## config.mk

```make
export PLATFORM = sky130hd
export DESIGN_NAME = i2c_rsv_top
export DESIGN_NICKNAME = d
export VERILOG_FILES = /design/src/rtl/i2c_rsv_pkg.sv /design/src/rtl/i2c_rsv_linemon.sv /design/src/rtl/i2c_rsv_timer.sv /design/src/rtl/i2c_rsv_seq.sv /design/src/rtl/i2c_rsv_top.sv
export SDC_FILE = /design/constraint.sdc
export NUM_CORES = 1
export LEC_CHECK = 0
export ABC_AREA = 1
export CELL_PAD_IN_SITES_DETAIL_PLACEMENT = 1
export CELL_PAD_IN_SITES_GLOBAL_PLACEMENT = 1
export CORE_ASPECT_RATIO = 1.2
export CORE_UTILIZATION = 35
export CTS_CLUSTER_SIZE = 8
export DETAILED_ROUTE_END_ITERATION = 8
export PLACE_DENSITY = 0.78
export SLEW_MARGIN = 10
export SYNTH_ARGS = -nofsm -noshare
export SYNTH_HDL_FRONTEND = slang
export SYNTH_SLANG_ARGS = --single-unit
```

## constraint.sdc

```tcl
create_clock -name clk -period 3.95 [get_ports clk]
set_clock_uncertainty 0.2 [all_clocks]
set_input_delay 0.9875 -clock clk [delete_from_list [all_inputs] [get_ports clk]]
set_output_delay 0.9875 -clock clk [all_outputs]
set_load 0.1 [all_outputs]
```

## src/rtl/i2c_rsv_pkg.sv

```systemverilog
package i2c_rsv_pkg;

   typedef enum logic [2:0] {
      ST_IDLE,
      ST_RSV,
      ST_STA,
      ST_HOLD,
      ST_BLO,
      ST_BHI,
      ST_DONE
   } seq_state_t;

   function automatic logic owns_bus(seq_state_t s);
      return (s == ST_STA) || (s == ST_HOLD) || (s == ST_BLO) ||
             (s == ST_BHI) || (s == ST_DONE);
   endfunction

   function automatic logic scl_pulled(seq_state_t s);
      return (s == ST_HOLD) || (s == ST_BLO) || (s == ST_DONE);
   endfunction

endpackage

```

## src/rtl/i2c_rsv_linemon.sv

```systemverilog
module i2c_rsv_linemon #(
   parameter int STAGES = 2
) (
   input  logic clk,
   input  logic rst_n,
   input  logic scl_raw,
   input  logic sda_raw,
   input  logic irq_en,
   output logic sda_s,
   output logic stop_det,
   output logic busy,
   output logic stop_irq
);
   logic [STAGES-1:0] scl_q;
   logic [STAGES-1:0] sda_q;
   logic              scl_prev;
   logic              sda_prev;
   logic              scl_s;
   logic              start_det;

   // idle bus reads high, so the chain resets to 1
   always_ff @(posedge clk or negedge rst_n) begin
      if (!rst_n) begin
         scl_q    <= '1;
         sda_q    <= '1;
         scl_prev <= 1'b1;
         sda_prev <= 1'b1;
      end else begin
         scl_q    <= {scl_q[STAGES-2:0], scl_raw};
         sda_q    <= {sda_q[STAGES-2:0], sda_raw};
         scl_prev <= scl_q[STAGES-1];
         sda_prev <= sda_q[STAGES-1];
      end
   end

   assign scl_s     = scl_q[STAGES-1];
   assign sda_s     = sda_q[STAGES-1];
   assign start_det = scl_s & scl_prev & sda_prev & ~sda_s;
   assign stop_det  = scl_s & scl_prev & ~sda_prev & sda_s;

   always_ff @(posedge clk or negedge rst_n) begin
      if (!rst_n) begin
         busy     <= 1'b0;
         stop_irq <= 1'b0;
      end else begin
         if (start_det)     busy <= 1'b1;
         else if (stop_det) busy <= 1'b0;
         stop_irq <= stop_det & irq_en;
      end
   end
endmodule

```

## src/rtl/i2c_rsv_timer.sv

```systemverilog
module i2c_rsv_timer #(
   parameter int CW = 8
) (
   input  logic          clk,
   input  logic          rst_n,
   input  logic          load,
   input  logic [CW-1:0] load_val,
   output logic          zero
);
   logic [CW-1:0] cnt;

   always_ff @(posedge clk or negedge rst_n) begin
      if (!rst_n)          cnt <= '0;
      else if (load)       cnt <= load_val;
      else if (cnt != '0)  cnt <= cnt - 1'b1;
   end

   assign zero = (cnt == '0);
endmodule

```

## src/rtl/i2c_rsv_seq.sv

```systemverilog
module i2c_rsv_seq
   import i2c_rsv_pkg::*;
#(
   parameter int AW     = 8,
   parameter int CW     = 8,
   parameter bit ARB_EN = 1'b1
) (
   input  logic          clk,
   input  logic          rst_n,
   input  logic          start_req,
   input  logic          queue_dis,
   input  logic          cancel_req,
   input  logic          bus_release,
   input  logic          addr_wr,
   input  logic [AW-1:0] addr_data,
   input  logic [CW-1:0] low_cnt,
   input  logic [CW-1:0] high_cnt,
   input  logic          busy,
   input  logic          stop_det,
   input  logic          sda_s,
   output logic          scl_oe,
   output logic          sda_oe,
   output logic          master_flag,
   output logic          rsv_pending,
   output logic          addr_sent,
   output logic          arb_lost
);
   localparam int BW = (AW > 1) ? $clog2(AW) : 1;
   localparam logic [BW-1:0] LAST_BIT = BW'(AW - 1);

   seq_state_t    state, nstate;
   logic          tmr_load;
   logic [CW-1:0] tmr_val;
   logic          tmr_zero;
   logic [AW-1:0] shreg;
   logic          addr_valid;
   logic [BW-1:0] bit_cnt;
   logic          lost_now;

   i2c_rsv_timer #(.CW(CW)) u_timer (
      .clk      (clk),
      .rst_n    (rst_n),
      .load     (tmr_load),
      .load_val (tmr_val),
      .zero     (tmr_zero)
   );

   generate
      if (ARB_EN) begin : g_arb
         assign lost_now = shreg[AW-1] & ~sda_s;
      end else begin : g_no_arb
         assign lost_now = 1'b0;
      end
   endgenerate

   always_comb begin
      nstate   = state;
      tmr_load = 1'b0;
      tmr_val  = high_cnt;
      unique case (state)
         ST_IDLE: if (start_req) begin
            if (!busy) begin
               nstate   = ST_STA;
               tmr_load = 1'b1;
            end else if (!queue_dis) begin
               nstate = ST_RSV;
            end
         end
         ST_RSV: begin
            if (cancel_req) nstate = ST_IDLE;
            else if (stop_det) begin
               nstate   = ST_STA;
               tmr_load = 1'b1;
            end
         end
         ST_STA: if (tmr_zero) nstate = ST_HOLD;
         ST_HOLD: if (addr_valid) begin
            nstate   = ST_BLO;
            tmr_load = 1'b1;
            tmr_val  = low_cnt;
         end
         ST_BLO: if (tmr_zero) begin
            nstate   = ST_BHI;
            tmr_load = 1'b1;
         end
         ST_BHI: if (tmr_zero) begin
            if (lost_now)                nstate = ST_IDLE;
            else if (bit_cnt == LAST_BIT) nstate = ST_DONE;
            else begin
               nstate   = ST_BLO;
               tmr_load = 1'b1;
               tmr_val  = low_cnt;
            end
         end
         ST_DONE: nstate = ST_DONE;
         default: nstate = ST_IDLE;
      endcase
      if (bus_release && owns_bus(state)) nstate = ST_IDLE;
   end

   always_ff @(posedge clk or negedge rst_n) begin
      if (!rst_n) begin
         state      <= ST_IDLE;
         shreg      <= '0;
         addr_valid <= 1'b0;
         bit_cnt    <= '0;
         arb_lost   <= 1'b0;
      end else begin
         state <= nstate;
         if (state == ST_HOLD && nstate == ST_BLO) begin
            addr_valid <= 1'b0;
            bit_cnt    <= '0;
         end else if (state == ST_BHI && nstate == ST_BLO) begin
            shreg   <= {shreg[AW-2:0], 1'b0};
            bit_cnt <= bit_cnt + 1'b1;
         end else if (addr_wr && (state == ST_STA || state == ST_HOLD)) begin
            shreg      <= addr_data;
            addr_valid <= 1'b1;
         end
         if (nstate == ST_IDLE) addr_valid <= 1'b0;
         if (state == ST_BHI && tmr_zero && lost_now) arb_lost <= 1'b1;
         else if (start_req)                          arb_lost <= 1'b0;
      end
   end

   always_comb begin
      scl_oe = scl_pulled(state);
      unique case (state)
         ST_STA, ST_HOLD: sda_oe = 1'b1;
         ST_BLO, ST_BHI:  sda_oe = ~shreg[AW-1];
         default:         sda_oe = 1'b0;
      endcase
   end

   assign master_flag = owns_bus(state);
   assign rsv_pending = (state == ST_RSV);
   assign addr_sent   = (state == ST_DONE);
endmodule

```

## src/rtl/i2c_rsv_top.sv

```systemverilog
module i2c_rsv_top #(
   parameter int AW          = 8,
   parameter int CW          = 8,
   parameter int SYNC_STAGES = 2,
   parameter bit ARB_EN      = 1'b1
) (
   input  logic          clk,
   input  logic          rst_n,
   input  logic          scl_in,
   input  logic          sda_in,
   output logic          scl_oe,
   output logic          sda_oe,
   input  logic          start_req,
   input  logic          queue_dis,
   input  logic          cancel_req,
   input  logic          bus_release,
   input  logic          addr_wr,
   input  logic [AW-1:0] addr_data,
   input  logic [CW-1:0] low_cnt,
   input  logic [CW-1:0] high_cnt,
   input  logic          stop_irq_en,
   output logic          bus_busy,
   output logic          master_flag,
   output logic          rsv_pending,
   output logic          addr_sent,
   output logic          arb_lost,
   output logic          stop_irq
);
   generate
      if (AW < 2) begin : g_bad_aw
         $error("i2c_rsv_top: AW must be at least 2");
      end
      if (CW < 2) begin : g_bad_cw
         $error("i2c_rsv_top: CW must be at least 2");
      end
      if (SYNC_STAGES < 2) begin : g_bad_sync
         $error("i2c_rsv_top: SYNC_STAGES must be at least 2");
      end
   endgenerate

   logic sda_s;
   logic stop_det;

   i2c_rsv_linemon #(.STAGES(SYNC_STAGES)) u_linemon (
      .clk      (clk),
      .rst_n    (rst_n),
      .scl_raw  (scl_in),
      .sda_raw  (sda_in),
      .irq_en   (stop_irq_en),
      .sda_s    (sda_s),
      .stop_det (stop_det),
      .busy     (bus_busy),
      .stop_irq (stop_irq)
   );

   i2c_rsv_seq #(.AW(AW), .CW(CW), .ARB_EN(ARB_EN)) u_seq (
      .clk         (clk),
      .rst_n       (rst_n),
      .start_req   (start_req),
      .queue_dis   (queue_dis),
      .cancel_req  (cancel_req),
      .bus_release (bus_release),
      .addr_wr     (addr_wr),
      .addr_data   (addr_data),
      .low_cnt     (low_cnt),
      .high_cnt    (high_cnt),
      .busy        (bus_busy),
      .stop_det    (stop_det),
      .sda_s       (sda_s),
      .scl_oe      (scl_oe),
      .sda_oe      (sda_oe),
      .master_flag (master_flag),
      .rsv_pending (rsv_pending),
      .addr_sent   (addr_sent),
      .arb_lost    (arb_lost)
   );
endmodule

```

**Yosys cells after proc, flatten, opt, wreduce, memory -nomap -nowiden**

Index checks and enable logic that the tools add are counted.

- Add/subtract/negate cells: 2
- Muxes and demuxes: 43
- Equal/unequal tests: 9
- Reductions and logical operators: 26
- Bitwise operators: 11

Operators with widths:

| kind | number |
|---|---|
| $mux 8 | 8 |
| $mux 3 | 13 |
| $pmux 3 s7 | 1 |
| $mux 1 | 17 |
| $pmux 8 s2 | 1 |
| $eq 3x3->1 const B | 5 |
| $reduce_bool 2->1 | 5 |
| $logic_not 8->1 | 1 |
| $reduce_bool 8->1 | 1 |
| $sub 8x1->8 const B | 1 |
| $and 1x1->1 | 7 |
| $eq 3x2->1 const B | 2 |
| $logic_and 1x1->1 | 6 |
| $logic_not 3->1 | 2 |
| $logic_or 1x1->1 | 6 |
| $pmux 1 s5 | 1 |
| $not 1->1 | 4 |
| $reduce_and 2->1 | 2 |
| $reduce_or 2->1 | 2 |
| $add 3x1->3 const B | 1 |
| $eq 3x1->1 const B | 1 |
| $ne 3x2->1 const B | 1 |
| $reduce_bool 3->1 | 1 |
| $mux 2 | 1 |
| $pmux 1 s2 | 1 |

- Input port bits: 34
- Output and inout port bits: 8
- Logic and storage cells: 103
- Register bits after elaboration: 32

**Longest topological paths before layout**

- Word-level depth: 12
- Mapped depth: 15
- Depth with buffers taken out: 14

**By module**

Synthesis repeated with hierarchy kept, for this count alone.

- Cells, all modules: 276
- Area, all modules: 2,029.4 µm²

Modules (own cells, without submodules):

| module | area an instance (µm²) | cells each | times used |
|---|---|---|---|
| i2c_rsv_seq | 1,228.7 | 187 | 1 |
| i2c_rsv_timer | 531.8 | 71 | 1 |
| i2c_rsv_linemon | 269.0 | 18 | 1 |

**Least setup slack after synthesis**

Ideal clock, no wire load.

- Path kind: register to output
- Start: reg u_seq.state[1]
- End: out sda_oe
- Setup slack: 0.623 ns
- Buffers on the path: 0
- Data arrival time: 2.139 ns
- Required time: 2.763 ns
- Stages on the path, launching flop included: 4
- Path through: dfrtp_1 inv_2 ha_1 nor2_1

- Cells in the longest elaborated chain, start to end: 3
- Elaborated cells between the ends (all ways): 7
- Those cells by class: eq/ne: 4; mux: 1; reduce/logical: 2

RTL lines:

| item | RTL line | source |
|---|---|---|
| start: declaration | i2c_rsv_seq.sv:31 | `seq_state_t state, nstate;` |
| start signal: assignment | i2c_rsv_seq.sv:109 | `state <= nstate;` |
| $eq 3x3->1 / $eq 3x2->1 (equally long branches) | i2c_rsv_seq.sv:128 | `unique case (state)` |
| $reduce_or 2->1 | i2c_rsv_seq.sv:128 |  |
| $pmux 1 s2 (*) | i2c_rsv_seq.sv:128 |  |
| end: declaration | i2c_rsv_top.sv:12 | `output logic sda_oe,` |

Every way passes the cells marked *; elsewhere a longest branch is shown, timed or not.

**Final worst setup path**

- Start: reg u_seq.arb_lost
- End: out arb_lost

RTL lines:

| item | RTL line | source |
|---|---|---|
| start: declaration | i2c_rsv_seq.sv:26 | `output logic arb_lost` |
| start signal: assignment | i2c_rsv_seq.sv:107 | `arb_lost <= 1'b0;` |
| start signal: assignment | i2c_rsv_seq.sv:121 | `if (state == ST_BHI && tmr_zero && lost_now) arb_lost <= 1'b1;` |
| start signal: assignment | i2c_rsv_seq.sv:122 | `else if (start_req) arb_lost <= 1'b0;` |
| end: declaration | i2c_rsv_top.sv:26 | `output logic arb_lost,` |

No word-level cell between the ends.

==> impl_metrics.ini <==
[outcome]
status = complete, but fails checks
failing_checks = DRC

[floorplan]
floorplan.initialDensity_pct = 37.4
die_height_um = 85.2
placementRows = 29
design.portCount = 42
placeableCoreArea_sq_mm = 0.00541
floorplan.die_area_sq_mm = 0.00608
die_width_um = 71.4

[clock_tree]
ctsHtreeMaxLevel = 2
numCtsBuffers = 5
postCtsSetupRepairBufs = 0
worstSkewPairLatency_ps = 280
clkSlewWorstSetupHoldPaths_ps = 70
cts_repair_resize_count = 0
tritoncts = yes
cts_hold_repair.buffers = 0
cts.path.max_buffers = 2
clkSinkCount = 32
cts_root_buffer = clkbuf_8

[synthesis]
syn-num-nets = 320
synth.largest_area_cell = dfrtp_1
post_synth_instance_area_sq_mm = 0.00202
synth-async-reset-ratio_pct = 100
post_synth_inst_count = 281
synth_flop_cell = dfrtp_1
synthMostInstantiatedCell = nand2_1
synth.top_cell.area_share_pct = 32.2
synth.cells.most_frequent = nand2_1 (87), inv_1 (38), nor2_1 (35), dfrtp_1 (26), o21ai_0 (14)
number_of_synthesized_flops_with_an_enable_pin = 0
count_of_different_cell_masters_after_synthesis = 33
seq_area_frac_synth_pct = 40.0
syn_area_per_cell_sq_um = 7.19
synth_area_leaders = dfrtp_1 (32%), nand2_1 (16%), dfstp_2 (7.8%)
synth.ff_latch_count = 32
synth.yosys.warnings = 0

[placement]
portBuffers = 41
dpl-instance-area_sq_mm = 0.00248
post-dp-hpwl_um = 4030
dp_worst_setup_slack_ps = 911
post-place-cells = 382
gpl.final_weighted_congestion = 0.853

[power]
power.share.switching_pct = 49.5
internal-power_uw = 853
power.share.sequential_pct = 32.3
p_leak_nw = 1.31
combinationalPowerShare_pct = 52.3
power_spent_charging_and_discharging_nets_uw = 837
pwr_density_cell_mw_per_mm2 = 656
vdd_drop_max_mv = 0.453
share_clk_of_total_power_pct = 15.4

[finish]
layout-area-overhead-vs-synth_pct = 27.4
drive_gt1_share_pct = 12.8
n_antenna_cell = 0
layout.cells.non_filler = 390
net_count_final = 366
finish.instance_area_sq_mm = 0.00257

[timing]
fmax_mhz = 340
finalSetupViolCount = 0
finalCritPeriodShare_pct = 74.4
rsz0062_at_grt = no
final_period_minus_worst_setup_slack_ps = 2940
timing.slew.headroom_pct = 34.9
timing_hold_violations_final = 0
worst-slew-pin-transition_ps = 973
timing_max_transition_violations_final = 0
totalNegativeSetupSlack_ps = 0
final_critical_path_setup_slack_ps = 1010

[drt]
drt-total-wl_um = 5120
post-route-drc-count = 2
drt-pass1-iter-count = 6
first_iter_violations = 59
route.detailed.wl_per_inst_um = 13.1
ant_nets = 0
drt-vias-per-instance = 5.00
num_vias = 1950

[critical_path]
critPathBufInv = 1
cpMaxStageDelayCell = clkdlybuf4s50_1
timing.critical_path.fanout_max = 2
critical-path-max-stage-delay_ps = 1130
cp-end-kind = output pin
critical_path.reg2reg.startpoint = u_seq.u_timer.cnt[0]$_DFFE_PN0P_
worstSetupStartpoint = u_seq.arb_lost$_DFFE_PN0P_
critPathLaunchType = flop
data_required_critical_path_ps = 2760
crit_chain = clkdlybuf4s50_1
cp.arrival_ps = 1750
crit_type = flop to output pin
family_of_cells_with_the_greatest_summed_delay_on_the_critical_path = buffers and inverters

[grt]
grt_antenna_before_repair = 0
grt_pass1_wl_um = 8900
number_of_global_route_vias_before_repair = 2012
grt_overflow_total = 0
grt.total_usage_pct = 18.6
grt_start_max_net_pins = 33

[job]
max-cap-violations = 0

[min_path]
worst_hold_path_type = flop to flop
worstHoldStart = u_linemon.scl_q[0]$_DFF_PN1_
-- final cells by class --
type	count	area, sq um
timing repair buffer	43	410
inverter	42	159
tap	62	77.6
clock inverter	2	10.0
sequential	32	808
fill	689	2830
clock buffer	6	82.6
multi-input combinational	203	1030
-- metrics by stage --
step	utilization [%]	hold slack [ps]	power, mW
floorplan	-	145	1.21
global placement	45.9	148	1.41
detailed placement	45.9	150	1.44
CTS	47.6	163	1.70
global route	47.6	166	1.82
finish	47.6	161	1.69
-- final timing paths --
check	slack (ps)	to	cells after the start
min in group asynchronous	900	u_seq.shreg[4]$_DFFE_PN0P_	2
max in group asynchronous	2320	u_linemon.scl_q[1]$_DFF_PN1_	2
setup reg to reg	1220	u_seq.u_timer.cnt[0]$_DFFE_PN0P_	12
hold reg to reg	160	u_linemon.scl_q[1]$_DFF_PN1_	0
setup / recovery	1010	arb_lost	1
hold / removal	160	u_linemon.scl_q[1]$_DFF_PN1_	0
-- cell families (layout without fill, tap and decap cells) --
group,Yosys count,after routing,synth area share [%]
compound gates,36,36,10.8
xor+xnor,3,3,1.30
fa+ha+maj,5,5,3.10
buf+inv,46,93,9.16
flops,32,32,40.0
simple gates,159,159,35.7
-- metal layers --
layer / GRT usage (%) / wire [um] / part of all wire, % / vias up
li1: - / - / - / 984
met1: 24.2 / 2510 / 49 / 936
met2: 31.8 / 2450 / 48 / 26
met3: 2.61 / 126 / 2.5 / 4
met4: 5.45 / 39 / 0.76 / 0
met5: 0 / 0 / 0 / -
-- power by group through the flow --
stage,logic (mW),clock network [mW],registers (mW)
after floorplan,0.684,0,0.529
after global placement,0.869,0,0.544
after detailed placement,0.886,0,0.550
after CTS,0.892,0.268,0.545
after global routing,0.980,0.279,0.560
final,0.884,0.260,0.546
-- sequential cells by signal, indices dropped and copies added (netlist names) --
| name | count |
|---|---|
| u_seq.u_timer.cnt | 8 |
| u_linemon.stop_irq | 1 |
| u_seq.shreg | 8 |
| u_seq.arb_lost | 1 |
| u_linemon.scl_q | 2 |
| u_linemon.sda_prev | 1 |
| u_seq.addr_valid | 1 |
| u_seq.state | 3 |
| u_linemon.scl_prev | 1 |
| u_seq.bit_cnt | 3 |
| u_linemon.sda_q | 2 |
| u_linemon.busy | 1 |
-- cells in the final DEF, fill, tap and decap left out, types with 8 or more instances in the layout --
cell	Yosys	layout
buf_4	0	8
nand2_1	87	87
nor2_1	35	35
clkdlybuf4s50_1	0	35
o21ai_0	14	14
nand3_1	12	12
a21oi_1	10	10
inv_1	38	38
dfrtp_1	26	26
nand4_1	8	8
Power figures use the tool's default switching activity.
